File: config.mk
export PLATFORM = sky130hd
export DESIGN_NAME = hvol_btn_ctr
export DESIGN_NICKNAME = d
export VERILOG_FILES = /design/src/rtl/hvol_pkg.sv /design/src/rtl/hvol_sat_ctr.sv /design/src/rtl/hvol_irq_ctl.sv /design/src/rtl/hvol_btn_ctr.sv
export SDC_FILE = /design/constraint.sdc
export NUM_CORES = 1
export LEC_CHECK = 0
export CAP_MARGIN = 20
export CORE_UTILIZATION = 45
export CTS_CLUSTER_SIZE = 20
export DETAILED_ROUTE_END_ITERATION = 7
export DONT_BUFFER_PORTS = 1
export PLACE_DENSITY = 0.62
export SYNTH_ARGS = -nofsm -noshare
export SYNTH_HDL_FRONTEND = slang
export SYNTH_HIERARCHICAL = 1
export SYNTH_SLANG_ARGS = --single-unit
File: constraint.sdc
create_clock -name clk -period 3.4 [get_ports clk]
set_input_delay 0.68 -clock clk [delete_from_list [all_inputs] [get_ports clk]]
set_output_delay 0.68 -clock clk [all_outputs]
set_load 0.03 [all_outputs]
File: src/rtl/hvol_pkg.sv
package hvol_pkg;

  typedef enum logic [1:0] {
    STEP_HOLD = 2'd0,
    STEP_INC  = 2'd1,
    STEP_DEC  = 2'd2,
    STEP_LOAD = 2'd3
  } step_e;

  // A load beats any step. Opposite steps cancel.
  function automatic step_e step_kind(logic inc, logic dec, logic load);
    if (load)              return STEP_LOAD;
    else if (inc && !dec)  return STEP_INC;
    else if (dec && !inc)  return STEP_DEC;
    else                   return STEP_HOLD;
  endfunction

  // Saturating next value on a 32-bit scale.
  function automatic int unsigned sat_next(int unsigned cur, step_e kind,
                                           int unsigned maxv, int unsigned initv);
    case (kind)
      STEP_LOAD: return initv;
      STEP_INC:  return (cur >= maxv) ? maxv : cur + 1;
      STEP_DEC:  return (cur == 0)    ? 0    : cur - 1;
      default:   return cur;
    endcase
  endfunction

endpackage

File: src/rtl/hvol_sat_ctr.sv
module hvol_sat_ctr #(
  parameter int CTR_W    = 3,
  parameter int CTR_INIT = 4
) (
  input  logic               clk,
  input  logic               rst_n,
  input  hvol_pkg::step_e    step,
  output logic [CTR_W-1:0]   val
);
  localparam int unsigned MAXV = (1 << CTR_W) - 1;

  always_ff @(posedge clk) begin
    if (!rst_n) val <= CTR_W'(CTR_INIT);
    else        val <= CTR_W'(hvol_pkg::sat_next(32'(val), step, MAXV, CTR_INIT));
  end
endmodule

File: src/rtl/hvol_irq_ctl.sv
module hvol_irq_ctl (
  input  logic clk,
  input  logic rst_n,
  input  logic press,
  input  logic mute,
  input  logic clr,
  output logic irq,
  output logic mute_flag
);
  always_ff @(posedge clk) begin
    if (!rst_n) begin
      irq       <= 1'b0;
      mute_flag <= 1'b0;
    end else begin
      irq       <= press | (irq & ~clr);
      mute_flag <= mute  | (mute_flag & ~clr);
    end
  end
endmodule

File: src/rtl/hvol_btn_ctr.sv
module hvol_btn_ctr #(
  parameter int CTR_W     = 3,
  parameter int NUM_CTR   = 2,
  parameter int CTR_INIT  = 4,
  parameter int NUM_ALIAS = 4
) (
  input  logic                           clk,
  input  logic                           rst_n,
  input  logic                           evt_up,
  input  logic                           evt_down,
  input  logic                           evt_mute,
  input  logic [$clog2(NUM_ALIAS)-1:0]   reg_addr,
  input  logic                           reg_wr,
  input  logic [NUM_CTR*(CTR_W+1)-1:0]   reg_wdata,
  output logic [NUM_CTR*(CTR_W+1)-1:0]   reg_rd_data,
  input  logic                           irq_clr,
  output logic                           irq,
  output logic                           mute_flag
);
  localparam int SLOT_W = CTR_W + 1;
  localparam int DATA_W = NUM_CTR * SLOT_W;

  // Named events for the checker
  logic            press_any;
  hvol_pkg::step_e step_now;
  logic [DATA_W-1:0] status_word;
  logic [DATA_W-1:0] alias_view [NUM_ALIAS];

  // The write data carries no meaning: any write re-centres the counters.
  logic unused_wdata;
  assign unused_wdata = ^reg_wdata;

  assign press_any = evt_up | evt_down | evt_mute;
  assign step_now  = hvol_pkg::step_kind(evt_up, evt_down, reg_wr);

  genvar g;
  generate
    for (g = 0; g < NUM_CTR; g++) begin : g_ctr
      logic [CTR_W-1:0] val;
      hvol_sat_ctr #(.CTR_W(CTR_W), .CTR_INIT(CTR_INIT)) ctr_i (
        .clk  (clk),
        .rst_n(rst_n),
        .step (step_now),
        .val  (val)
      );
      // Slot layout: bit 0 of each slot is a constant zero, the counter sits above it.
      assign status_word[g*SLOT_W]                  = 1'b0;
      assign status_word[g*SLOT_W+1 +: CTR_W]       = val;
    end
    for (g = 0; g < NUM_ALIAS; g++) begin : g_alias
      assign alias_view[g] = status_word;
    end
  endgenerate

  assign reg_rd_data = alias_view[reg_addr];

  hvol_irq_ctl irq_i (
    .clk      (clk),
    .rst_n    (rst_n),
    .press    (press_any),
    .mute     (evt_mute),
    .clr      (irq_clr),
    .irq      (irq),
    .mute_flag(mute_flag)
  );
endmodule

# --- Word-level counts from Yosys, hierarchy flattened ---
# Index checks and enable logic that the tools add are counted.
totals:
  mem_count: 0
  ff_bits: 8
  mem_bits_rw: 0
  latch_bits: 0
  input_bits: 17
  mem_bits_ro: 0
  wordCells: 41
op_classes:
  muxes: 12
  n_shift: 0
  n_bitwise: 8
  reduce_logical: 7
  div: 0
  magnitude_cmp: 3
  n_eq_ne: 3
  add_sub_neg: 4
  n_mul: 0
op_table:
  columns: ["operator", "n"]
  rows:
  - ["3-bit one-hot mux with 3 select lines", 2]
  - ["8-bit binary-select mux with 2-bit select", 1]
  - ["8-bit 2-to-1 mux", 2]
  - ["3-bit 2-to-1 mux", 4]
  - ["3-bit >= comparator, second input constant", 3]
  - ["3-bit by 1-bit adder with 3-bit output, second input constant", 2]
  - ["3-bit logical NOT", 2]
  - ["2-bit 2-to-1 mux", 3]
  - ["3-bit by 1-bit subtractor with 3-bit output, second input constant", 2]
  - ["2-bit equality test, second input constant", 2]
  - ["1-bit bitwise OR", 4]
  - ["2-bit NOT with 3-bit output", 1]
  - ["3-bit nonzero test", 1]
  - ["1-bit AND", 2]
  - ["2-bit by 1-bit equality test with 1-bit output, second input constant", 1]
  - ["1-bit logical AND", 2]
  - ["1-bit logical NOT", 2]
  - ["1-bit NOT", 1]

# --- Logic depth before layout (Yosys ltp) ---
logic_depth:
  ltp_word: 7
  ltp_mapped: 7
  ltp_nobuf: 7

# --- Hierarchy ---
# The synthesis kept the hierarchy.
modules_own_cells:
  columns: ["mod", "cells_per_inst", "area_each_um2", "instances", "seq_area_each_um2"]
  rows:
  - ["hvol_sat_ctr (g_ctr[0].ctr_i)", 34, 302.8, 1, 60.1]
  - ["hvol_sat_ctr (g_ctr[1].ctr_i)", 34, 300.3, 1, 60.1]
  - ["hvol_irq_ctl", 6, 67.6, 1, 40.0]
  - ["hvol_btn_ctr", 7, 43.8, 1, 0.0]

# --- Least setup slack after synthesis ---
# Ideal clock, no wire load.
synth_timing:
  path_type: "input port to flip-flop"
  startpoint: "input port evt_up"
  endpoint: "register g_ctr[1].ctr_i.val[2]"
  path_stages: 7
  setup_ns: 0.122
  t_arrival_ns: 1.760
  n_path_buf: 0
  slack_ns: 1.518
  required_ns: 3.278
  cell_sequence: "inv_1 o21bai_1 inv_1 ha_1 a22o_1 nor4b_1 o21ai_1"
synth_lines:
  columns: ["item", "line", "source"]
  rows:
  - ["start: declaration", "hvol_btn_ctr.sv:9", "input logic evt_up,"]
  - ["1-bit logical AND (*)", "hvol_pkg.sv:13", "else if (inc && !dec) return STEP_INC;"]
  - ["2-bit 2-to-1 mux (*)", "hvol_pkg.sv:13", null]
  - ["2-bit 2-to-1 mux (*)", "hvol_pkg.sv:12", "if (load) return STEP_LOAD;"]
  - ["via step_now[0]", "hvol_btn_ctr.sv:25", "hvol_pkg::step_e step_now;"]
  - ["2-bit equality test / 2-bit by 1-bit equality test with 1-bit output (equally long branches)", "hvol_pkg.sv:21", "case (kind)"]
  - ["3-bit one-hot mux with 3 select lines / 3-bit nonzero test (equally long branches)", null, null]
  - ["end signal: assignment", "hvol_sat_ctr.sv:13", "if (!rst_n) val <= CTR_W'(CTR_INIT);"]
  - ["end signal: assignment", "hvol_sat_ctr.sv:14", "else val <= CTR_W'(hvol_pkg::sat_next(32'(val), step, MAXV, CTR_INIT));"]
  - ["end: declaration", "hvol_sat_ctr.sv:8", "output logic [CTR_W-1:0] val"]
# Mark *: on every way through the listed nets, which the timed path passes. The rest lies on a longest branch.
# A chain may end at the register's enable or synchronous reset.

# --- Worst setup path after layout ---
# Ends and elaborated chain as after synthesis.

==> results by group <==
Detailed routing
  • DR DRC count: 0
  • ANT nets after route: 0
  • Vias: 537
  • DR vias/cell: 5.42
  • Wire per inst: 12.2 um
  • DR iter-0 viols: 7
  • Final wirelength: 1.21 mm
  • DRT Pass-1 Iters: 4

Setup path
  • CP required: 3540 ps
  • CP Launch Type: primary input
  • CP Class: in -> reg
  • Max FO, Critical Path: 4
  • CP arrival: roughly 1900 ps
  • CP most frequent cell: inv_1
  • R2r setup slk: 1650 ps
  • CP cell instances: inv_1 > o21bai_1 > inv_1 > ha_1 > a22o_1 > nor4b_1 > o21ai_1
  • Slowest stage delay, CP: 300 ps
  • Cell at the slowest stage of the critical path: o21bai_1
  • Worst setup EP type: flop

Global routing
  • Global-route wire length before repair: 2.17 mm
  • Congestion Overflow GR: 0
  • Number of global-route vias before repair: around 540
  • Antenna violations before repair: 0
  • Total GRT Usage: 15.8%
  • Pin count of the biggest net entering global routing: 11

Die
  • Core area: 1490 um^2
  • Num rows: 14
  • Die X: roughly 42 um
  • Die Y: about 42 um
  • Initial core utilization: 48.0%
  • I/O pin total: 27
  • DIE AREA: around 1800 um^2

Timing
  • Final Skew: 3.93 ps
  • Fin crit share: a little over half
  • Peak Freq: 554 MHz
  • Fin. Hold Viols: 0
  • Post-route minimum period: 1800 ps
  • TNS Setup: 0 ps
  • Final setup viols: 0
  • Final slew viol count: 0
  • Worst hold-check slack: just over 500 ps
  • RSZ-0062 raised after global routing: no

Run status
  • Status: finished, final reports clean

Synth
  • Syn. warnings: 6
  • Post-synth cell types: 24
  • Number of synthesized register bits: 8
  • Synth Instances: 81
  • Sequential area share after synthesis: 22.4%
  • Mean post-synth cell area: 8.82 um^2
  • Synthesized area: 714 um^2

CTS
  • Worst skew pair latency: 250 ps
  • # H-tree levels: 1
  • Post-CTS setup buffer count: 0
  • TritonCTS clock tree: done
  • Clock sinks: 8
  • Max Buffers Root-to-Sink: 2
  • Root Buffer: clkbuf_4
  • Hold_buf cts: 0
  • Post-CTS sizing: 0
  • Num CTS Buffers: 3
  • Worst-path clk slew: 60 ps

Cells and area
  • Footprint of the flip-flops and latches: 160 um^2
  • Multi-input gate area: roughly 480 um^2
  • Area growth syn-to-layout: 4.38%
  • Finished Core Util: around half
  • Share of layout cells above drive strength 1: 7.23%
  • Fin area: 746 um^2
  • Antenna cells: 0
  • Fin nets: between 100 and 150
  • Fillers: 152

Placement
  • DP HPWL: 926 um
  • DP Area: 723 um^2
  • GPL Wtd Cong: around 0.82
  • Port Buf Inserts: 0

Power
  • Leakage Power: 0.381 nW
  • Pwr Density: 339 nW/um^2
  • Max VDD drop: 231 uV

Run
  • Max-cap violations: 0

Min path
  • Tightest Hold Check Type: in -> reg
==> metrics by stage <==
step / instances / total power, mW / setup WS (ps)
finish: 99 / 0.253 / 1600
detailed placement: 96 / 0.181 / 1350
floorplan: 82 / 0.172 / 1520
CTS: 99 / 0.256 / 1610
global placement: 96 / 0.180 / 1400
global route: 99 / 0.271 / 1490
==> sequential cells by signal (all words and copies together) (netlist names) <==
| signal | cells |
|---|---|
| g_ctr.ctr_i/val | 6 |
| irq_i/irq | 1 |
| irq_i/mute_flag | 1 |
==> cells in the mapped netlist, drive strengths merged <==
| cell type | instances | area share [%] |
|---|---|---|
| a21oi | 2 | 1.4 |
| a22oi | 2 | 2.1 |
| or3 | 1 | 0.88 |
| and3 | 2 | 1.9 |
| o21bai | 1 | 1.1 |
| nor4b | 2 | 2.5 |
| a211o | 2 | 2.5 |
| mux2 | 2 | 3.2 |
| o21ai | 6 | 4.2 |
| ha | 16 | 28 |
| nor3b | 2 | 2.1 |
| a21boi | 2 | 3.2 |
| buf | 2 | 2.1 |
| nor2b | 3 | 2.6 |
| a32o | 2 | 2.8 |
| inv | 17 | 8.9 |
| and2b | 1 | 1.1 |
| a21o | 1 | 1.1 |
| conb | 1 | 0.52 |
| o21a | 2 | 2.1 |
| nand2 | 2 | 1.1 |
| dfxtp | 8 | 22 |
| a22o | 2 | 2.5 |
==> final cells by class <==
cell class,instances,area share [%]
Tap cell,16,2.68
Multi-Input combinational cell,55,64.3
Clock buffer,3,3.02
Inverter,17,8.56
Sequential cell,8,21.5
==> cell families (layout without fill, tap and decap cells) <==
kind of cell    Yosys count  after routing  synth area share (%)
mux                       2              2                  3.15
fa+ha+maj                16             16                  28.0
other cells               1              2                 0.525
flops                     8              8                  22.4
simple gates             13             13                  12.1
compound gates           22             22                  22.8
buf+inv                  19             20                  11.0
==> critical path: cells and delay by family <==
| kind | cells | cell delay, ps |
|---|---|---|
| AOI/OAI and AO/OA | 3 | 590 |
| and+or+nand+nor | 1 | 280 |
| adders and majority gates | 1 | 250 |
| buffers and inverters | 2 | 140 |
==> cell usage in the layout, fill, tap and decap left out <==
master    netlist  routed
a211o_1         2       2
nor2b_1         3       3
nor3b_1         2       2
nand2_1         2       2
dfxtp_1         8       8
inv_1          17      17
or3_1           1       1
clkbuf_4        0       3
o21bai_1        1       1
a21o_1          1       1
and3_1          1       1
conb_1          1       2
ha_1           16      16
mux2_1          2       2
a21boi_2        2       2
and3_2          1       1
a21oi_1         2       2
o21a_1          2       2
and2b_1         1       1
a32o_1          2       2
a22oi_1         2       2
nor4b_1         2       2
a22o_1          2       2
o21ai_1         6       6
==> metal layers <==
layer	vias up	wire [um]	global-route usage, %
li1	276	-	-
met1	245	589	20.4
met2	16	554	24.7
met3	0	62	3.48
met4	0	0	7.74
met5	-	0	0
==> path summary, 6_finish.rpt <==
path,from,to,cells after the start
max,evt_up,g_ctr[1].ctr_i/val[2]$_SDFFE_PN1P_,7
max reg2reg,g_ctr[1].ctr_i/val[0]$_SDFFE_PN0P_,g_ctr[1].ctr_i/val[1]$_SDFFE_PN0P_,6
min,rst_n,g_ctr[1].ctr_i/val[2]$_SDFFE_PN1P_,1
min reg2reg,g_ctr[0].ctr_i/val[1]$_SDFFE_PN0P_,g_ctr[0].ctr_i/val[1]$_SDFFE_PN0P_,2
==> power by group <==
part           leakage (nW)  switching (mW)  internal [mW]
logic                 0.301          0.0305         0.0268
clock network        0.0138          0.0324         0.0404
registers            0.0659          0.0220          0.100
total                 0.381          0.0850          0.168
No activity file was read; power rests on OpenSTA's default activity.
